`config.mk`:
```
export PLATFORM = sky130hd
export DESIGN_NAME = preset_counter
export DESIGN_NICKNAME = d
export VERILOG_FILES = /design/src/rtl/preset_counter_pkg.sv /design/src/rtl/cnt_ctrl.sv /design/src/rtl/cnt_toggle_reg.sv /design/src/rtl/tc_decode.sv /design/src/rtl/preset_counter.sv
export SDC_FILE = /design/constraint.sdc
export NUM_CORES = 1
export LEC_CHECK = 0
export ABC_AREA = 1
export BUFFER_PORTS_ARGS = -buffer_cell sky130_fd_sc_hd__buf_4
export CAP_MARGIN = 20
export CORE_AREA = 8 8 45 47
export CTS_CLUSTER_SIZE = 28
export DETAILED_ROUTE_END_ITERATION = 12
export DIE_AREA = 0 0 53 55
export PLACE_DENSITY = 0.39
export SLEW_MARGIN = 20
export SYNTH_ARGS = -nofsm -noshare
export SYNTH_HDL_FRONTEND = slang
export SYNTH_SLANG_ARGS = --single-unit
```
`constraint.sdc`:
```
create_clock -name clk -period 2.1 [get_ports clk]
set_input_delay 0.21 -clock clk [delete_from_list [all_inputs] [get_ports clk]]
set_output_delay 0.21 -clock clk [all_outputs]
set_load 0.02 [all_outputs]
```
`src/rtl/preset_counter_pkg.sv`:
```
package preset_counter_pkg;
  typedef enum logic [1:0] {
    OP_HOLD  = 2'd0,
    OP_COUNT = 2'd1,
    OP_LOAD  = 2'd2,
    OP_CLEAR = 2'd3
  } cnt_op_e;
endpackage

```
`src/rtl/cnt_ctrl.sv`:
```
module cnt_ctrl
  import preset_counter_pkg::*;
(
  input  logic    clr_n,
  input  logic    load_n,
  input  logic    en_par,
  input  logic    en_trk,
  output cnt_op_e op
);
  // Fixed priority: clear, then load, then count, else hold.
  function automatic cnt_op_e pick_op(input logic c_n, input logic l_n,
                                      input logic ep, input logic et);
    if (!c_n)          return OP_CLEAR;
    else if (!l_n)     return OP_LOAD;
    else if (ep && et) return OP_COUNT;
    else               return OP_HOLD;
  endfunction

  always_comb op = pick_op(clr_n, load_n, en_par, en_trk);
endmodule

```
`src/rtl/cnt_toggle_reg.sv`:
```
module cnt_toggle_reg
  import preset_counter_pkg::*;
#(
  parameter int WIDTH = 4
) (
  input  logic             clk,
  input  cnt_op_e          op,
  input  logic [WIDTH-1:0] din,
  output logic [WIDTH-1:0] q
);
  localparam int CHAIN = WIDTH + 1;

  logic [CHAIN-1:0] tog_chain;
  logic [WIDTH-1:0] q_inc;
  logic [WIDTH-1:0] q_next;

  assign tog_chain[0] = 1'b1;

  // Each bit toggles when every lower bit is one.
  for (genvar i = 0; i < WIDTH; i++) begin : g_bit
    assign tog_chain[i+1] = tog_chain[i] & q[i];
    assign q_inc[i]       = q[i] ^ tog_chain[i];
  end

  always_comb begin
    unique case (op)
      OP_CLEAR: q_next = '0;
      OP_LOAD:  q_next = din;
      OP_COUNT: q_next = q_inc;
      default:  q_next = q;
    endcase
  end

  always_ff @(posedge clk) q <= q_next;

  logic unused_top;
  assign unused_top = tog_chain[CHAIN-1];
endmodule

```
`src/rtl/tc_decode.sv`:
```
module tc_decode #(
  parameter int WIDTH = 4
) (
  input  logic [WIDTH-1:0] q,
  input  logic             en_trk,
  output logic             terminal,
  output logic             carry
);
  localparam logic [WIDTH-1:0] TC_VAL = {WIDTH{1'b1}};

  function automatic logic at_terminal(input logic [WIDTH-1:0] v);
    return v == TC_VAL;
  endfunction

  assign terminal = at_terminal(q);
  assign carry    = terminal & en_trk;
endmodule

```
`src/rtl/preset_counter.sv`:
```
module preset_counter
  import preset_counter_pkg::*;
#(
  parameter int WIDTH = 4
) (
  input  logic             clk,
  input  logic             clr_n,
  input  logic             load_n,
  input  logic             en_par,
  input  logic             en_trk,
  input  logic [WIDTH-1:0] din,
  output logic [WIDTH-1:0] q,
  output logic             carry
);
  cnt_op_e op_w;
  logic    terminal_w;

  cnt_ctrl u_ctrl (
    .clr_n (clr_n),
    .load_n(load_n),
    .en_par(en_par),
    .en_trk(en_trk),
    .op    (op_w)
  );

  cnt_toggle_reg #(.WIDTH(WIDTH)) u_reg (
    .clk(clk),
    .op (op_w),
    .din(din),
    .q  (q)
  );

  tc_decode #(.WIDTH(WIDTH)) u_tc (
    .q       (q),
    .en_trk  (en_trk),
    .terminal(terminal_w),
    .carry   (carry)
  );
endmodule

```
# Word-level counts from Yosys, hierarchy flattened
# Cells that the tools add are included.
[totals] wordCells=18 in_bits=9 ff_bits=4
[op_classes] eq_ne=4 n_bitwise=7 n_mux=4 reduce_logical=2
[op_table] cell="one-hot mux 4 bit (3 select lines)" n=1
[op_table] cell="== test 2 bit (second input constant)" n=2
[op_table] cell="== test 4 bit (second input constant)" n=1
[op_table] cell="two-way mux 2 bit" n=2
[op_table] cell="AND 1 bit" n=3
[op_table] cell="nonzero test 3 bit" n=1
[op_table] cell="XOR 1 bit" n=3
[op_table] cell="== test 2 x 1 -> 1 bit (second input constant)" n=1
[op_table] cell="logical AND 1 bit" n=1
[op_table] cell="two-way mux 1 bit" n=1
[op_table] cell="NOT 1 bit" n=1

# Longest topological paths before layout
# Gate-level depths: netlist of run 1.
[logic_depth] depth_word=6 depth_mapped=7

# Hierarchy
# From an unflattened synthesis of run 1, not the netlist that was laid out.
[hier_totals] hier_cells=38 hier_area_um2=314.1
[modules_own_cells] mod="cnt_toggle_reg" cells_each=30 area_each_um2=276.5 instances=1
[modules_own_cells] mod="tc_decode" cells_each=5 area_each_um2=25.0 instances=1
[modules_own_cells] mod="cnt_ctrl" cells_each=3 area_each_um2=12.5 instances=1

# Worst setup path before layout of run 1
# No wires, ideal clock.
[synth_timing] path_type="register to register" from="register u_reg.q[0]" to="register u_reg.q[3] (data pin)" path_buffers=0 path_slack_ps=708 t_arrival_ps=1140 path_stages_with_launch=7 setup_time_ps=252 period_less_slack_ps=1392 required_time_ps=1848 cell_sequence="edfxtp_1 ha_1 ha_1 nor2_1 nor2_1 nand2_1 nand2_1"
[synth_via] elab_chain_cells=4
[synth_lines] element="start: declaration" line="cnt_toggle_reg.sv:9" rtl="output logic [WIDTH-1:0] q"
[synth_lines] element="start signal: assignment" line="cnt_toggle_reg.sv:34" rtl="always_ff @(posedge clk) q <= q_next;"
[synth_lines] element="AND 1 bit (2 in series)" line="cnt_toggle_reg.sv:21" rtl="assign tog_chain[i+1] = tog_chain[i] & q[i];"
[synth_lines] element="XOR 1 bit" line="cnt_toggle_reg.sv:22" rtl="assign q_inc[i] = q[i] ^ tog_chain[i];"
[synth_lines] element="one-hot mux 4 bit (3 select lines)" line="cnt_toggle_reg.sv:26" rtl="unique case (op)"
[synth_lines] element="via u_reg.q_next[3]" line="cnt_toggle_reg.sv:15" rtl="logic [WIDTH-1:0] q_next;"
# The timed path passes the listed nets, and every way through them passes these cells.
# A chain may end at the register's enable or synchronous reset.

# Worst setup path in the final report of run 1
[layout_timing] from="register u_reg.q[0]" to="output port carry"
[layout_via] elab_chain_cells=2
[layout_lines] element="== test 4 bit" line="tc_decode.sv:12" rtl="return v == TC_VAL;"
[layout_lines] element="AND 1 bit" line="tc_decode.sv:16" rtl="assign carry = terminal & en_trk;"
[layout_lines] element="end: declaration" line="preset_counter.sv:13" rtl="output logic carry"
# Every way passes these cells.

==> impl_results.md, run 1 <==
* Vias in the first global route at 249
* Slew @ Worst Pin at 215 ps
* Switching share of power at 24.0%
* Largest registers: u_reg.q: 4 flops
* Nets at 60
* Hold Path Stages at 3
* Hold_sp: din[1]
* Share of post-route cells with drive strength above 1 at 40.4%
* CP max-delay cell: edfxtp_1
* Seq pwr share at 41.8%
* Simple-gate share of the synthesized area at 39.0%
* R2R Path Start: u_reg.q[0]$_DFFE_PP_
* GPL Wtd Cong at 0.679
* Vias post-DR at 249
* Remaining DRCs at 0
* Largest family of logic cells by synthesized area: simple AND/OR/NAND/NOR gates
* Die width at 53 µm
* Clock insertion delay at the later pin of the skew report at 230 ps
* Setup WS post-layout at 764 ps
* Global-route wire length before repair at 917 µm
* Clk pwr share at 38.5%
* P_sw at 57.7 µW
* Vias per cell at 3.95
* Routed Antenna Nets at 0
* Worst EP required at 1890 ps
* Synth Area in Adders at 9.76%
* GRT Overall Usage at 4.65%
* Synth cell types at 9
* RSZ-0062 raised after global routing: false
* Drt wl/cell at 9.94 µm
* Total number of H-tree levels at 1
* Starting Density at 18.5%
* IO Port Bufs at 13
* Post-route minimum period at 1340 ps
* Relative max-transition margin at 85.6%
* Clock sinks at 4
* Max-slew violations at 0
* I/O pins at 14
* DRT Pass-1 Iters at 4
* Total negative slack at 0 ps
* Setup Buffers After CTS at 0
* Max-cap check violation count at 0
* Core area at 1380 µm²
* Leakage power at 0.206 nW
* Final Core Density at 28.7%
* Critical path type: reg2out
* EDFF count, synth at 4
* Die height at 55 µm
* DR iter-0 viols at 3
* Fmax at 749 MHz
* Die area at 2920 µm²
* Rows at 14
* Crit Reg-Reg Endpoint: u_reg.q[3]$_DFFE_PP_
* Largest Register: u_reg.q
* Status: finished clean
* Antenna violations before repair at 0
* Drt total wl at 626 µm
* Final period util at 63.6%
* Largest net degree at the start of global routing at 7
* Avg Inst Size Synth at 8.27 µm²
* Cts repair resizes at 0
* Clock transition at path regs at 40 ps
* Top-area cell type share of the netlist area at 46.8%
* CTS Root Cell: clkbuf_4
* CTS buffer count at 3
* Worst EP arrival at 1130 ps
* Hold_buf cts at 0
* Synth Warn # at 0
* Most frequent cell after synthesis: nand2_1
* Max FFs per register at 4
* Setup slack, reg-to-reg at 770 ps
* Inserted Diodes at 0
* Pre-CTS WS at 766 ps
* Crit path cell chain: ha_1, nand2_1, nor2_1, buf_4
* Placed insts at 60
* Post-synth ARST share at 0%
* Worst vdd ir at 0.000191 V
* CTS tree: built
* Hold worst-path end: u_reg.q[1]$_DFFE_PP_
* Mapped Area at 256 µm²
* Post-synth top cells: nand2_1 (11), nand3_1 (5), edfxtp_1 (4)
* Mapped Nets at 42
* Hold crit path type: in2reg
* Sequential element share of the synthesized area at 46.8%
* Syn-to-layout area delta at 54.6%
* Count of state elements after synthesis at 4
* Worst Reg-to-Reg Cells at 6
* Crit end category: output pin
* Final number of hold-violating endpoints at 0
* Pwr Density at 606 nW/µm²
* Startpoint Class: flip-flop
* Synth top area cells: edfxtp_1 (47%), nand2_1 (16%), ha_1 (9.8%)
* Post-synthesis cell count at 31
* Worst Clk Skew at 1.25 ps
* Endpoints failing setup at 0
* Crit-path max FO at 3
* Finished Layout Cells at 63
* Logic gate share of total power at 19.7%
* Post-synthesis mux area share at 0%
* Complex-gate fraction of the synthesized area at 0%
* Xor/xnor share of the synthesized area at 0%
* Dominant synthesized flop cell: edfxtp_1
* Gr ovfl total at 0
* CTS Buffer Depth at 2
* P_int at 183 µW
* Area leader, netlist: edfxtp_1
* Largest stage delay, worst path at 410 ps
## placed cells by master (no fill, tap or decap)
cell      netlist  layout
ha_1            2       2
inv_1           3       3
nand3_2         1       1
nor2_1          3       3
nand2_2         1       1
clkbuf_4        0       3
edfxtp_1        4       4
nor2_2          1       1
nand3_1         5       5
nand2_1        11      11
buf_4           0      13
## logic make-up after synthesis
kind of cell,Yosys count
AND/OR/NAND/NOR,22
adder cells (fa/ha/maj),2
flip-flops,4
buffers and inverters,3
## metal layers
layer | wire (µm) | share of wire, % | vias to the layer above | track usage [%]
li1 | - | - | 134 | -
met1 | 310 | 50 | 104 | 4.43
met2 | 274 | 44 | 11 | 5.86
met3 | 40 | 6.4 | 0 | 2.14
met4 | 0 | 0 | 0 | 7.76
met5 | 0 | 0 | - | 0
## critical path, delay by kind of cell (launching register included)
kind / cells / cell delay (ps)
flip-flops: 1 / 410
adder cells (fa/ha/maj): 1 / 230
buffers and inverters: 1 / 150
AND/OR/NAND/NOR: 2 / 110
## how the worst max path moves through the flow
| stage | start | to | slack [ps] | cells past startpoint |
|---|---|---|---|---|
| floorplan | u_reg.q[0]$_DFFE_PP_ | u_reg.q[3]$_DFFE_PP_ | 710 | 6 |
| global placement | u_reg.q[0]$_DFFE_PP_ | u_reg.q[3]$_DFFE_PP_ | 800 | 6 |
| detailed placement | u_reg.q[0]$_DFFE_PP_ | u_reg.q[3]$_DFFE_PP_ | 770 | 6 |
| CTS | u_reg.q[0]$_DFFE_PP_ | carry | 750 | 4 |
| global route | u_reg.q[0]$_DFFE_PP_ | u_reg.q[3]$_DFFE_PP_ | 670 | 6 |
| finish | u_reg.q[0]$_DFFE_PP_ | carry | 760 | 4 |
## area by class of cell
cell class                      instances  area [µm²]
Sequential cell                         4         120
Fill cell                             148         987
Timing Repair Buffer                   13        97.6
Clock buffer                            3        22.5
Tap cell                               16        20.0
Multi-Input combinational cell         24         125
Inverter                                3        11.3
## power groups by stage
stage | sequential, mW | combinational [mW] | clock, mW
2_1_floorplan | 0.109 | 0.0130 | 0
3_3_place_gp | 0.101 | 0.0475 | 0
3_5_place_dp | 0.102 | 0.0478 | 0
4_1_cts | 0.101 | 0.0480 | 0.0973
5_1_grt | 0.102 | 0.0507 | 0.0965
6_report | 0.101 | 0.0473 | 0.0925
## per-stage QoR
step                      hold WS (ps)  cell area (µm²)  power (mW)
final                              288              397       0.240
after global routing               296              397       0.249
after CTS                          280              397       0.246
after detailed placement           525              374       0.150
after global placement             524              374       0.149
after floorplan                    423              256       0.122
Power figures use the tool's default switching activity.
==> run 2, diff against run 1 <==
- PLACE_DENSITY: 0.39 -> 0.4
- clock period: 2.1 -> 1.1 ns (I/O delays scaled with it)
==> impl_results.md, run 2 (synthesis gave the netlist of run 1 again) <==
* Status: finished with violations
* Failing checks: setup timing
* Final number of hold-violating endpoints at 0 (unchanged)
* Final period util at 111%
* Worst Setup EP: u_reg.q[3]$_DFFE_PP_
* Most frequent cells in the layout: buf_4 (12), nand2_1 (9), nand3_1 (5), buf_6 (5), edfxtp_1 (4)
* Slew @ Worst Pin at 214 ps (-0.848 ps)
* Endpoints failing setup at 4 (+4)
* HPWL after DPL at 623 µm
* Met1 Use GR at 5.34% (+0.92 points)
* R2R Path Start: u_reg.q[1]$_DFFE_PP_
* CTS buffer count at 3 (unchanged)
* CTS Root Cell: clkbuf_4
* Worst vdd ir at 0.000465 V (+140%)
* Largest registers: u_reg.q: 4 flops
* Grt peak-use layer: met2
* Relative max-transition margin at 85.7% (about the same)
* Fill cells at 148 (unchanged)
* CP Launch Point: u_reg.q[1]$_DFFE_PP_
* GPL Wtd Cong at 0.645 (-5.0%)
* Worst Clk Skew at 3.07 ps (+1.83 ps)
* Leakage power at 0.231 nW (+12%)
* IO Port Bufs at 13 (unchanged)
* CTS Buffer Depth at 2 (unchanged)
* Hold crit path type: in2reg
* Clock sinks at 4 (unchanged)
* Worst EP arrival at 1220 ps (+90 ps)
* Clock transition at path regs at 40 ps (about the same)
* GRT Overall Usage at 6.29% (+1.6 points)
* Inserted Diodes at 0 (unchanged)
* DR iter-0 viols at 0 (-3)
* DRT Pass-1 Iters at 1 (-3)
* Max-slew violations at 0 (unchanged)
* Die area at 2920 µm² (unchanged)
* Vias in the first global route at 275 (+10%)
* Core area at 1380 µm² (unchanged)
* WHS at 180 ps (-107 ps)
* CTS tree: built
* FF+latch area at 120 µm² (unchanged)
* Worst Reg-to-Reg Cells at 6 (unchanged)
* Startpoint Class: flip-flop
* Antenna violations before repair at 0 (unchanged)
* Total Power at 510 µW (+110%)
* Drt total wl at 709 µm (+13%)
* Gr ovfl total at 0 (unchanged)
* Crit end category: flip-flop
* Largest Register: u_reg.q
* Max FFs per register at 4 (unchanged)
* Fmax at 818 MHz
* RSZ-0062 raised after global routing: true
* Nets at 64 (+6.7%)
* Placed insts at 63 (+5.0%)
* Die width at 53 µm (unchanged)
* Share of post-route cells with drive strength above 1 at 58.8% (+18 points)
* M2 GR Usage at 9.57% (+3.7 points)
* Pwr Density at 1040 nW/µm² (+72%)
* Syn-to-layout area delta at 90.2%
* Multi-input logic area at 168 µm² (+34%)
* I/O pins at 14 (unchanged)
* Post-route minimum period at 1220 ps
* Remaining DRCs at 0 (unchanged)
* Vias post-DR at 267 (+7.2%)
* Max-cap check violation count at 0 (unchanged)
* Rows at 14 (unchanged)
* Setup WS post-layout at -122 ps (-887 ps)
* Global-route wire length before repair at 1220 µm (+33%)
* Largest net degree at the start of global routing at 7 (unchanged)
* Worst EP required at 1090 ps (-800 ps)
* Crit Reg-Reg Endpoint: u_reg.q[3]$_DFFE_PP_
* Crit-path max FO at 2 (-1)
* Vias per cell at 3.99 (+0.83%)
* Drt wl/cell at 10.6 µm (+6.5%)
* Finished Layout Cells at 67 (+6.3%)
* Most common cell after layout, fill and taps aside: buf_4
* Met3 usage at 4.28% (+2.1 points)
* Starting Density at 18.5% (unchanged)
* Total number of H-tree levels at 1 (unchanged)
* Die height at 55 µm (unchanged)
* Setup slack, reg-to-reg at -120 ps (-890 ps)
* Clock insertion delay at the later pin of the skew report at 240 ps (about the same)
* Critical path type: reg2reg
* Routed Antenna Nets at 0 (unchanged)
## run 2: layout make-up
cell class	count	area share, %
Inverter	3	2.31
Sequential cell	4	24.6
Multi-Input combinational cell	24	34.4
Clock buffer	3	4.62
Timing Repair Buffer	17	30.0
Tap cell	16	4.10
## run 2: timing repair
| action | CTS | global route |
|---|---|---|
| endpoints found under the setup margin | 3 | 5 |
| buffers inserted | 1 | 0 |
| cloned | 0 | 0 |
| pin swaps | 2 | 3 |
| resized for setup | 3 | 7 |
| hold buffers | 0 | 0 |
## run 2: worst max-delay path: stages (launching register included)
cell and delay, ps:
edfxtp_1 420, ha_4 200, ha_4 160, nor2_4 70
nor2_2 40, nand2_1 50, nand2_1 40
## run 2: routing by layer
| layer | vias up | share of wire (%) |
|---|---|---|
| met4 | 0 | 1.4 |
| met1 | 109 | 37 |
| met2 | 13 | 48 |
| li1 | 143 | - |
| met3 | 2 | 13 |
| met5 | - | 0 |
## run 2: metrics by stage
stage	util, %	TNS, ps	setup slack [ps]	cell area (µm²)
after floorplan	-	-396	-222	284
after CTS	33.6	-346	-136	465
after detailed placement	30.7	-198	-138	424
after global routing	35.3	-561	-201	488
after global placement	30.7	-194	-134	424
final	35.3	-318	-122	488
## run 2: report_power, final
group / leakage [nW] / internal (mW) / total, mW / switching (mW)
clock: 0.0138 / 0.122 / 0.185 / 0.0630
combinational: 0.173 / 0.0730 / 0.128 / 0.0548
sequential: 0.0444 / 0.183 / 0.197 / 0.0136
total: 0.231 / 0.378 / 0.510 / 0.131
## run 2: how the worst min path moves through the flow
stage               cells past startpoint    from  slack [ps]                    to
floorplan                               2   clr_n         320  u_reg.q[2]$_DFFE_PP_
global placement                        3  din[1]         420  u_reg.q[1]$_DFFE_PP_
detailed placement                      3  din[1]         430  u_reg.q[1]$_DFFE_PP_
CTS                                     3  din[2]         180  u_reg.q[2]$_DFFE_PP_
global route                            3  din[1]         180  u_reg.q[1]$_DFFE_PP_
finish                                  3  din[3]         180  u_reg.q[3]$_DFFE_PP_
